===== src/rtl/rrh_pkg.sv =====
package rrh_pkg;
    typedef enum logic {
        ST_BACKOFF = 1'b0,
        ST_ASSERT  = 1'b1
    } rrh_state_e;
endpackage


===== src/rtl/rrh_ack_sync.sv =====
module rrh_ack_sync #(
    parameter int SYNC_STAGES = 2
) (
    input  logic clk,
    input  logic rst_n,
    input  logic async_i,
    output logic level_o,
    output logic rise_o
);
    logic [SYNC_STAGES-1:0] chain_q;
    logic                   prev_q;

    generate
        for (genvar g = 0; g < SYNC_STAGES; g++) begin : g_stage
            if (g == 0) begin : g_first
                always_ff @(posedge clk or negedge rst_n) begin
                    if (!rst_n) chain_q[g] <= 1'b0;
                    else        chain_q[g] <= async_i;
                end
            end else begin : g_next
                always_ff @(posedge clk or negedge rst_n) begin
                    if (!rst_n) chain_q[g] <= 1'b0;
                    else        chain_q[g] <= chain_q[g-1];
                end
            end
        end
    endgenerate

    always_ff @(posedge clk or negedge rst_n) begin
        if (!rst_n) prev_q <= 1'b0;
        else        prev_q <= chain_q[SYNC_STAGES-1];
    end

    assign level_o = chain_q[SYNC_STAGES-1];
    assign rise_o  = chain_q[SYNC_STAGES-1] & ~prev_q;
endmodule


===== src/rtl/rrh_backoff_cnt.sv =====
module rrh_backoff_cnt #(
    parameter int CNT_W = 8
) (
    input  logic             clk,
    input  logic             rst_n,
    input  logic             restart_i,
    output logic [CNT_W-1:0] count_o
);
    localparam logic [CNT_W-1:0] CNT_MAX = {CNT_W{1'b1}};

    logic [CNT_W-1:0] cnt_q;

    always_ff @(posedge clk or negedge rst_n) begin
        if (!rst_n)                cnt_q <= '0;
        else if (restart_i)        cnt_q <= '0;
        else if (cnt_q != CNT_MAX) cnt_q <= cnt_q + 1'b1;
    end

    assign count_o = cnt_q;
endmodule


===== src/rtl/req_retry_handshake.sv =====
module req_retry_handshake #(
    parameter int CNT_W       = 8,
    parameter int REARM_COUNT = 2,
    parameter int SYNC_STAGES = 2
) (
    input  logic clk,
    input  logic rst_n,
    input  logic ack_raw,
    output logic tx_req,
    output logic ack_edge_dbg
);
    import rrh_pkg::*;

    localparam logic [CNT_W-1:0] REARM_VAL = CNT_W'(REARM_COUNT);

    logic             ack_lvl;
    logic             ack_rise;
    logic [CNT_W-1:0] cnt_val;
    rrh_state_e       state_q;
    rrh_state_e       state_d;

    rrh_ack_sync #(.SYNC_STAGES(SYNC_STAGES)) u_sync (
        .clk     (clk),
        .rst_n   (rst_n),
        .async_i (ack_raw),
        .level_o (ack_lvl),
        .rise_o  (ack_rise)
    );

    rrh_backoff_cnt #(.CNT_W(CNT_W)) u_cnt (
        .clk       (clk),
        .rst_n     (rst_n),
        .restart_i (ack_rise),
        .count_o   (cnt_val)
    );

    always_comb begin
        state_d = state_q;
        unique case (state_q)
            ST_BACKOFF: begin
                if (ack_rise)                  state_d = ST_BACKOFF;
                else if (cnt_val == REARM_VAL) state_d = ST_ASSERT;
            end
            ST_ASSERT: begin
                if (ack_rise) state_d = ST_BACKOFF;
            end
            default: state_d = ST_BACKOFF;
        endcase
    end

    always_ff @(posedge clk or negedge rst_n) begin
        if (!rst_n) state_q <= ST_BACKOFF;
        else        state_q <= state_d;
    end

    always_comb begin
        tx_req       = (state_q == ST_ASSERT);
        ack_edge_dbg = ack_rise;
    end

    logic unused_lvl;
    assign unused_lvl = ack_lvl;
endmodule


===== config.mk =====
export PLATFORM = sky130hd
export DESIGN_NAME = req_retry_handshake
export DESIGN_NICKNAME = d
export VERILOG_FILES = /design/src/rtl/rrh_pkg.sv /design/src/rtl/rrh_ack_sync.sv /design/src/rtl/rrh_backoff_cnt.sv /design/src/rtl/req_retry_handshake.sv
export SDC_FILE = /design/constraint.sdc
export NUM_CORES = 1
export LEC_CHECK = 0
export ABC_AREA = 1
export BUFFER_PORTS_ARGS = -buffer_cell sky130_fd_sc_hd__buf_2
export CAP_MARGIN = 20
export CORE_MARGIN = 1
export CORE_UTILIZATION = 45
export CTS_CLUSTER_DIAMETER = 100
export DETAILED_ROUTE_END_ITERATION = 6
export PLACE_DENSITY = 0.69
export SLEW_MARGIN = 0
export SYNTH_ARGS = -nofsm -noshare
export SYNTH_HDL_FRONTEND = slang
export SYNTH_SLANG_ARGS = --single-unit

===== constraint.sdc =====
create_clock -name clk -period 1.4 [get_ports clk]
set_input_delay 0.14 -clock clk [delete_from_list [all_inputs] [get_ports clk]]
set_output_delay 0.14 -clock clk [all_outputs]
set_load 0.02 [all_outputs]

==> impl_metrics.yaml, run 1 <==
run_status:
  status: "complete, no violations"
synthesis:
  ys_warn_count: 0
  yosysSeqAreaShare_pct: 48.0
  avgSynthCellArea_um2: 8.45
  syn_nets: 79
  ys_types: 16
  synth_seq_cells: 12
  netlist_instances: 74
  netlist_area_um2: 626
clocking:
  cts_tree: "done"
  cts_buffers: 3
  htree_levels: 1
  holdBufCountCts: 2
  cts_num_sinks: 12
  cts_root_buf: "clkbuf_4"
  insertion_delay_ps: 280
  clock_path_buffers: 2
  clkTransAtPathRegs_ps: 70
  cts_setup_buffers: 0
  cts-resized-gates: 0
layout:
  final_cells: 99
  layout-drive-gt1-share_pct: 21.4
  nNetsFinal: 90
  diodes: 0
  nFillCells: 131
  layout_commonest_cell: "nand2_1"
  area_delta_synth_final_pct: 15.2
  layout_common_cells: "18 x nand2_1, 12 x dfrtp_1, 10 x inv_1, 9 x nand3_1, 8 x nor2_1"
detailed_routing:
  drt_first_pass_iters: 4
  via_count: 505
  viasPerCell: 5.10
  wl_um: 1120
  drc: 0
  wl_per_cell_um: 11.3
  ant_nets: 0
  initialDrtViolationCount: 19
floorplanning:
  die-width_um: 39.3
  start_util_pct: 48.1
  coreArea_um2: 1300
  die_y_um: 39.3
  die-area_um2: 1540
  boundaryPins: 5
  rows: 13
timing:
  finalSetupTns_ps: 0
  finalClockSkew_ps: 2.24
  worst_pin_slew_ps: 265
  setup_slack_ps: 100
  hold_viol: 0
  timing.final.crit_share_pct: 92.8
  fin_crit_ps: 1300
  setup_viol: 0
  clock.fmax_mhz: 769
  rsz0062_at_grt: "false"
  slew_headroom_pct: 82.3
  slew_violations: 0
flow_run:
  maxCapViolations: 0
global_route:
  grt_pass1_vias: 425
  grtUsageTotal_pct: 19.0
  grt_max_degree: 13
  antenna_found_initial: 0
  overflow: 0
  grt_pass1_wl_um: 1790
critical_path:
  critPathKind: "flip-flop to primary output"
  start_kind: "flip-flop"
  required_ps: 1260
  cp_max_fo: 10
  cp-end-kind: "primary output"
  cp.arrival_ps: 1160
placement:
  dp_cells: 93
  hpwl_um: 828
  place.gp.congestion: 0.756
  port-buffer-count: 4
  place_ws_ps: 114
power_and_ir_drop:
  p_leak_nw: 0.375
  ir_drop_mv: 0.701
  powerDensity_nw_per_um2: 1340
worst_hold_path:
  min_path_type: "input pin to async pin"
Yosys cell counts:
| cell type | count | share of area, % |
|---|---|---|
| nand3_1 | 9 | 7.2 |
| nor2_1 | 8 | 4.8 |
| a21oi_2 | 1 | 1.4 |
| inv_1 | 10 | 6.0 |
| dfrtp_1 | 12 | 48 |
| nand4_1 | 3 | 3.0 |
| nand3_4 | 1 | 2.8 |
| or2_2 | 1 | 1.0 |
| nand2_1 | 18 | 11 |
| nor2_2 | 1 | 1.0 |
| a21oi_1 | 1 | 0.80 |
| nand2_2 | 3 | 3.0 |
| o21ai_2 | 1 | 1.4 |
| nor2_4 | 2 | 3.6 |
| ha_1 | 2 | 4.0 |
| o21bai_1 | 1 | 1.2 |
report_power, final:
group	total (W)	switching [W]	leakage [nW]	internal (W)
registers	0.000462	0.0000574	0.154	0.000404
logic	0.000223	0.000137	0.200	0.0000859
clock network	0.000278	0.000120	0.0210	0.000158
total	0.000962	0.000314	0.375	0.000649
logic make-up (layout without fill, tap and decap cells):
logic type | after synthesis | in the layout | share of synthesized area, %
AO/OA/AOI/OAI | 4 | 4 | 4.80
adder cells (fa/ha/maj) | 2 | 2 | 4.00
buffers and inverters | 10 | 20 | 6.00
flip-flops | 12 | 12 | 48.0
AND/OR/NAND/NOR | 46 | 46 | 37.2
flip-flops by register name, summed over array words and instances (netlist names):
| signal | flops |
|---|---|
| u_sync.chain_q | 1 |
| u_cnt.count_o | 8 |
| u_sync.prev_q | 1 |
| u_sync.level_o | 1 |
| tx_req | 1 |
layer usage:
layer | routed length (µm) | track usage [%]
met4 | 47 | 15.5
met1 | 499 | 21.5
met3 | 38 | 5.11
met5 | 0 | 0
met2 | 535 | 29.6
critical path, cell delays in order (launching register included):
cell and delay, ps:
dfrtp_1 370, inv_1 60, nand2_2 150, inv_1 140
buf_2 170
final cells by class:
class / count / area [µm²] / share of cell area, %
multi-input combinational: 52 / 288 / 39.9
inverter: 10 / 37.5 / 5.21
timing repair buffer: 6 / 40.0 / 5.56
sequential: 12 / 300 / 41.7
tap: 15 / 18.8 / 2.60
clock buffer: 4 / 36.3 / 5.03
final timing paths:
kind                                        start                to  slack [ps]  cells past startpoint
worst max-delay path                u_sync.prev_q      ack_edge_dbg         100                      4
worst min-delay path                        rst_n  u_cnt.count_o[6]         260                      2
worst max register to register   u_cnt.count_o[0]  u_cnt.count_o[4]         100                      6
worst min register to register  u_sync.chain_q[0]    u_sync.level_o         360                      0
max in group asynchronous                   rst_n  u_cnt.count_o[5]         930                      2
min in group clk                u_sync.chain_q[0]    u_sync.level_o         360                      0
per-stage QoR:
stage / util [%] / total power, W / hold slack, ps / area [µm²]
2_1_floorplan: - / 0.000627 / -156 / 626
3_3_place_gp: 51.1 / 0.000680 / 29.1 / 664
3_5_place_dp: 51.1 / 0.000687 / 33.8 / 664
4_1_cts: 55.4 / 0.000972 / 274 / 721
5_1_grt: 55.4 / 0.00102 / 298 / 721
6_report: 55.4 / 0.000962 / 261 / 721
No activity file was read; power rests on OpenSTA's default activity.
==> run 2: changes to the inputs <==
--- a/config.mk
+++ b/config.mk
@@ -12,6 +12,7 @@
 export CORE_UTILIZATION = 45
 export CTS_CLUSTER_DIAMETER = 100
 export DETAILED_ROUTE_END_ITERATION = 6
+export MAX_ROUTING_LAYER = met4
 export PLACE_DENSITY = 0.69
 export SLEW_MARGIN = 0
 export SYNTH_ARGS = -nofsm -noshare
==> run 2 against run 1 <==
Sequential cell count stayed put. Critical path depth stayed put. Count of clock-buffer cells in the layout stayed put. Setup slack worse by 2.0 ps. Clock power hardly changed. Final cell count stayed put. Clock skew hardly changed. Wire length is 0.80% higher. Fmax is 0.16% lower. Final area stayed put. Critical path type unchanged. Largest cell class unchanged.
==> impl_metrics.yaml, run 2 (synthesis gave the netlist of run 1 again) <==
layout:
  final_cell_area_um2: 721
  final_cells: 99
  layout-drive-gt1-share_pct: 21.4
  diodes: 0
  area_delta_synth_final_pct: 15.2
  nNetsFinal: 90
  largest_register_ffs: 8
  layout_common_cells: "18 x nand2_1, 12 x dfrtp_1, 10 x inv_1, 9 x nand3_1, 8 x nor2_1"
  layout_commonest_cell: "nand2_1"
critical_path:
  rr_startpoint: "u_cnt.count_o[1]"
  cpMostUsedCell: "inv_1"
  cpPeakStageDelay_ps: 370
  rr_worst_depth: 6
  start_kind: "flip-flop"
  critPathTopFamily: "flip-flops"
  cp-end-kind: "primary output"
  cp_slowest_cell: "dfrtp_1"
  cp.arrival_ps: 1160
  required_ps: 1260
  crit_start: "u_sync.prev_q"
  crit_cells: 4
  critical_path_buf_inv_count: 3
  critPathKind: "flip-flop to primary output"
  cp_cell_sequence: "inv_1 > nand2_2 > inv_1 > buf_2"
  cp_max_fo: 10
clocking:
  clock_path_buffers: 2
  cts_setup_buffers: 0
  holdBufCountCts: 2
  insertion_delay_ps: 280
  clkTransAtPathRegs_ps: 70
  cts_buffers: 3
  htree_levels: 1
  cts-resized-gates: 0
  cts_tree: "done"
  cts_num_sinks: 12
  cts_root_buf: "clkbuf_4"
placement:
  port-buffer-count: 4
  hpwl_um: 828
  place_ws_ps: 114
  placedInstanceArea_um2: 664
  dp_cells: 93
  place.gp.congestion: 0.765
global_route:
  grt_pass1_wl_um: 1790
  grt_pass1_vias: 426
  grt_max_degree: 13
  antenna_found_initial: 0
  overflow: 0
  grtUsageTotal_pct: 19.5
detailed_routing:
  initialDrtViolationCount: 14
  ant_nets: 0
  via_count: 521
  drc: 0
  drt_first_pass_iters: 4
  wl_um: 1130
  viasPerCell: 5.26
  wl_per_cell_um: 11.4
timing:
  worst_pin_slew_ps: 267
  slew_headroom_pct: 82.2
  rsz0062_at_grt: "false"
  setup_viol: 0
  setup_slack_ps: 98.3
  slew_violations: 0
  fin_crit_ps: 1300
  finalSetupTns_ps: 0
  finalClockSkew_ps: 1.85
  timing.final.crit_share_pct: 93.0
  clock.fmax_mhz: 768
  hold_viol: 0
worst_hold_path:
  min_path_type: "input pin to async pin"
floorplanning:
  start_util_pct: 48.1
  rows: 13
  coreArea_um2: 1300
  die_y_um: 39.3
  die-width_um: 39.3
  boundaryPins: 5
  die-area_um2: 1540
run_status:
  status: "complete, no violations"
power_and_ir_drop:
  powerDensity_nw_per_um2: 1340
  p_leak_nw: 0.375
  ir_drop_mv: 0.702
  total_power_w: 0.000966
flow_run:
  maxCapViolations: 0
run 2: cell counts in the layout (fill, tap and decap cells not counted):
Identical to the previous run, type by type.
run 2: through the flow:
stage / hold WS [ps] / utilization, %
floorplan: -156 / -
global placement: 29.1 / 51.1
detailed placement: 33.8 / 51.1
CTS: 274 / 55.4
global route: 298 / 55.4
finish: 259 / 55.4
run 2: final timing paths:
path | endpoint | slack, ps
max | ack_edge_dbg | 100
min | u_cnt.count_o[6] | 260
max reg2reg | u_cnt.count_o[4] | 100
min reg2reg | u_sync.level_o | 360
max in group asynchronous | u_cnt.count_o[5] | 930
min in group clk | u_sync.level_o | 360
run 2: cell type report:
cell class,instances,area [µm²]
well taps,15,18.8
clock buffers,4,36.3
inverters,10,37.5
fillers,131,581
repair buffers,6,40.0
multi-input cells,52,288
flip-flops and latches,12,300
run 2: per-layer routing:
layer	wire [µm]	share of wire (%)	global-route usage (%)
met4	47	4.2	15.5
met1	497	44	21.5
met2	540	48	29.6
met5	0	0	-
met3	44	3.9	5.11
run 2: report_power, final:
part | internal [W] | switching, W | total (W)
clock network | 0.000158 | 0.000121 | 0.000280
logic | 0.0000859 | 0.000137 | 0.000223
registers | 0.000404 | 0.0000588 | 0.000463
==> run 3: changes to the inputs <==
--- a/config.mk
+++ b/config.mk
@@ -17,4 +17,5 @@
 export SLEW_MARGIN = 0
 export SYNTH_ARGS = -nofsm -noshare
 export SYNTH_HDL_FRONTEND = slang
+export SYNTH_HIERARCHICAL = 1
 export SYNTH_SLANG_ARGS = --single-unit
==> run 3 against run 2 <==
Count of clock-buffer cells in the layout stayed put. Core utilization up 1.3 points. Via count decreased by 0.38%. Critical path depth is 2 higher. Total power rose by 2.7%. Register-to-register slack improved by 98 ps. Setup slack better by 98 ps. Sequential share of layout area shrank 1.5 points. Worst hold slack gained 1.0 ps. Largest cell class unchanged. Highest routed layer is now met3.
==> impl_metrics.yaml, run 3 <==
run_status:
  status: "complete, no violations"
synthesis:
  syn_nets: 86
  netlist_instances: 82
  yosys.area.top_type_share_pct: 46.1
  netlist_area_um2: 652
  yosysTopAreaCell: "dfrtp_1"
  synthFlopType: "dfrtp_1"
  synth-async-reset-ratio_pct: 100
  yosys-top-cells-count: "24 x nand2_1, 17 x inv_1, 12 x dfrtp_1"
  synth_seq_cells: 12
  synth-edff-count: 0
  yosysSeqAreaShare_pct: 46.1
  ys_warn_count: 6
  avgSynthCellArea_um2: 7.95
  ys_types: 16
  synth.area.top_cells: "dfrtp_1 46%, nand2_1 14%, inv_1 9.8%"
  yosysMostFrequentCell: "nand2_1"
flow_run:
  maxCapViolations: 0
critical_path:
  rr_worst_depth: 6
  r2r_setup_slack_ps: 200
  cp_max_fo: 5
  cp-end-kind: "flip-flop"
  start_kind: "flip-flop"
  rr_startpoint: "u_cnt/count_o[1]"
  cp.arrival_ps: 1360
  critPathKind: "flip-flop to flip-flop"
  required_ps: 1560
  worst_r2r_endpoint: "u_cnt/count_o[1]"
detailed_routing:
  ant_nets: 0
  drt_first_pass_iters: 5
  wl_um: 1130
  wl_per_cell_um: 10.6
  drc: 0
  via_count: 519
  initialDrtViolationCount: 18
  viasPerCell: 4.85
timing:
  worst_pin_slew_ps: 277
  finalSetupTns_ps: 0
  fin_crit_ps: 1200
  slew_headroom_pct: 81.5
  clock.fmax_mhz: 831
  rsz0062_at_grt: "false"
  timing.final.crit_share_pct: 86.0
  setup_viol: 0
  hold_viol: 0
  finalClockSkew_ps: 9.03
  slew_violations: 0
global_route:
  grt_pass1_vias: 439
  grtUsageTotal_pct: 18.7
  overflow: 0
  antenna_found_initial: 0
  grt_pass1_wl_um: 1840
  grt_max_degree: 13
placement:
  port-buffer-count: 4
  place.gp.congestion: 0.848
  hpwl_um: 864
floorplanning:
  rows: 13
  die_y_um: 40.1
  coreArea_um2: 1320
  die-width_um: 40.1
  boundaryPins: 5
  die-area_um2: 1600
  start_util_pct: 49.5
layout:
  nNetsFinal: 97
  area_delta_synth_final_pct: 14.6
  diodes: 0
  layout_common_cells: "24 x nand2_1, 17 x inv_1, 12 x dfrtp_1, 6 x nor2_1, 6 x nand3_1"
  largest_register_ffs: 8
  layout_commonest_cell: "nand2_1"
  layout-drive-gt1-share_pct: 20.7
  nFillCells: 120
clocking:
  cts_tree: "done"
  cts_buffers: 3
  cts-resized-gates: 0
  cts_root_buf: "clkbuf_4"
  clock_path_buffers: 2
  htree_levels: 1
  clkTransAtPathRegs_ps: 80
  cts_num_sinks: 12
  insertion_delay_ps: 270
power_and_ir_drop:
  power_frac_comb_pct: 25.4
  ir_drop_mv: 0.698
  power_frac_seq_pct: 47.0
  p_switching_w: 0.000332
  total_power_w: 0.000992
  p_clk_share_pct: 27.6
  p_leak_nw: 0.386
  p_sw_share_pct: 33.4
  p_int_w: 0.000660
  powerDensity_nw_per_um2: 1330
worst_hold_path:
  min_path_type: "input pin to async pin"
-- run 3: cell count changes in the layout (fill, tap and decap cells not counted), moves of 2 or more --
cell	previous run	this run
nor2_1	8	6
nand2_2	3	1
nand2_1	18	24
nand3_1	9	6
inv_1	10	17
nand4_1	3	0
nor2_2	1	3
-- run 3: power by group through the flow --
stage	clock, W	sequential, W	combinational [W]
floorplan	0	0.000476	0.000178
global placement	0	0.000466	0.000246
detailed placement	0	0.000472	0.000252
CTS	0.000286	0.000464	0.000257
global route	0.000296	0.000478	0.000291
finish	0.000274	0.000466	0.000252
-- run 3: repair_timing --
action                     4_1_cts  5_1_grt
setup buffers                    0        0
hold buffers                     2        0
hold endpoints to repair        13        0
setup endpoints to repair        0        0
-- run 3: per-stage QoR --
step	area, µm²	instances	utilization [%]	hold WS [ps]	worst slack, ps
after floorplan	652	82	-	-156	212
after global placement	691	101	52.4	32.8	254
after detailed placement	691	101	52.4	35.1	210
after CTS	747	107	56.7	267	201
after global routing	747	107	56.7	299	82.2
final	747	107	56.7	261	197
-- run 3: layout make-up --
type / instances / area [µm²] / area share [%]
inverters: 17 / 63.8 / 8.54
clock buffers: 4 / 36.3 / 4.86
repair buffers: 6 / 40.0 / 5.36
well taps: 15 / 18.8 / 2.51
multi-input cells: 53 / 288 / 38.5
flip-flops and latches: 12 / 300 / 40.2
-- run 3: how the worst max path moves through the flow --
stage                startpoint          endpoint  cells after the start
2_1_floorplan     u_sync/prev_q  u_cnt/count_o[3]                      4
3_3_place_gp   u_cnt/count_o[1]  u_cnt/count_o[1]                      6
3_5_place_dp   u_cnt/count_o[1]  u_cnt/count_o[0]                      6
4_1_cts        u_cnt/count_o[1]  u_cnt/count_o[1]                      5
5_1_grt        u_cnt/count_o[1]  u_cnt/count_o[2]                      5
6_report       u_cnt/count_o[1]  u_cnt/count_o[1]                      6
-- run 3: layer usage --
metal	global-route usage [%]	up-vias	part of all wire, %
met3	8.33	0	8.2
met4	5.17	0	0
li1	-	269	-
met2	26.6	20	48
met5	-	-	0
met1	23.7	230	44
-- run 3: worst max-delay path, stage by stage (launching register included) --
cell and delay, ps:
dfrtp_1 410, ha_1 200, nand2_2 110, nor2_4 140
nand2_1 90, nand3_1 90, o21ai_2 60
-- run 3: kinds of logic (layout without fill, tap and decap cells) --
| group | after synthesis | count (layout) | share of synthesized area, % |
|---|---|---|---|
| buffers and inverters | 17 | 27 | 9.79 |
| DFF | 12 | 12 | 46.1 |
| and+or+nand+nor | 44 | 44 | 33.0 |
| AOI/OAI and AO/OA | 8 | 8 | 9.21 |
| adders and majority gates | 1 | 1 | 1.92 |
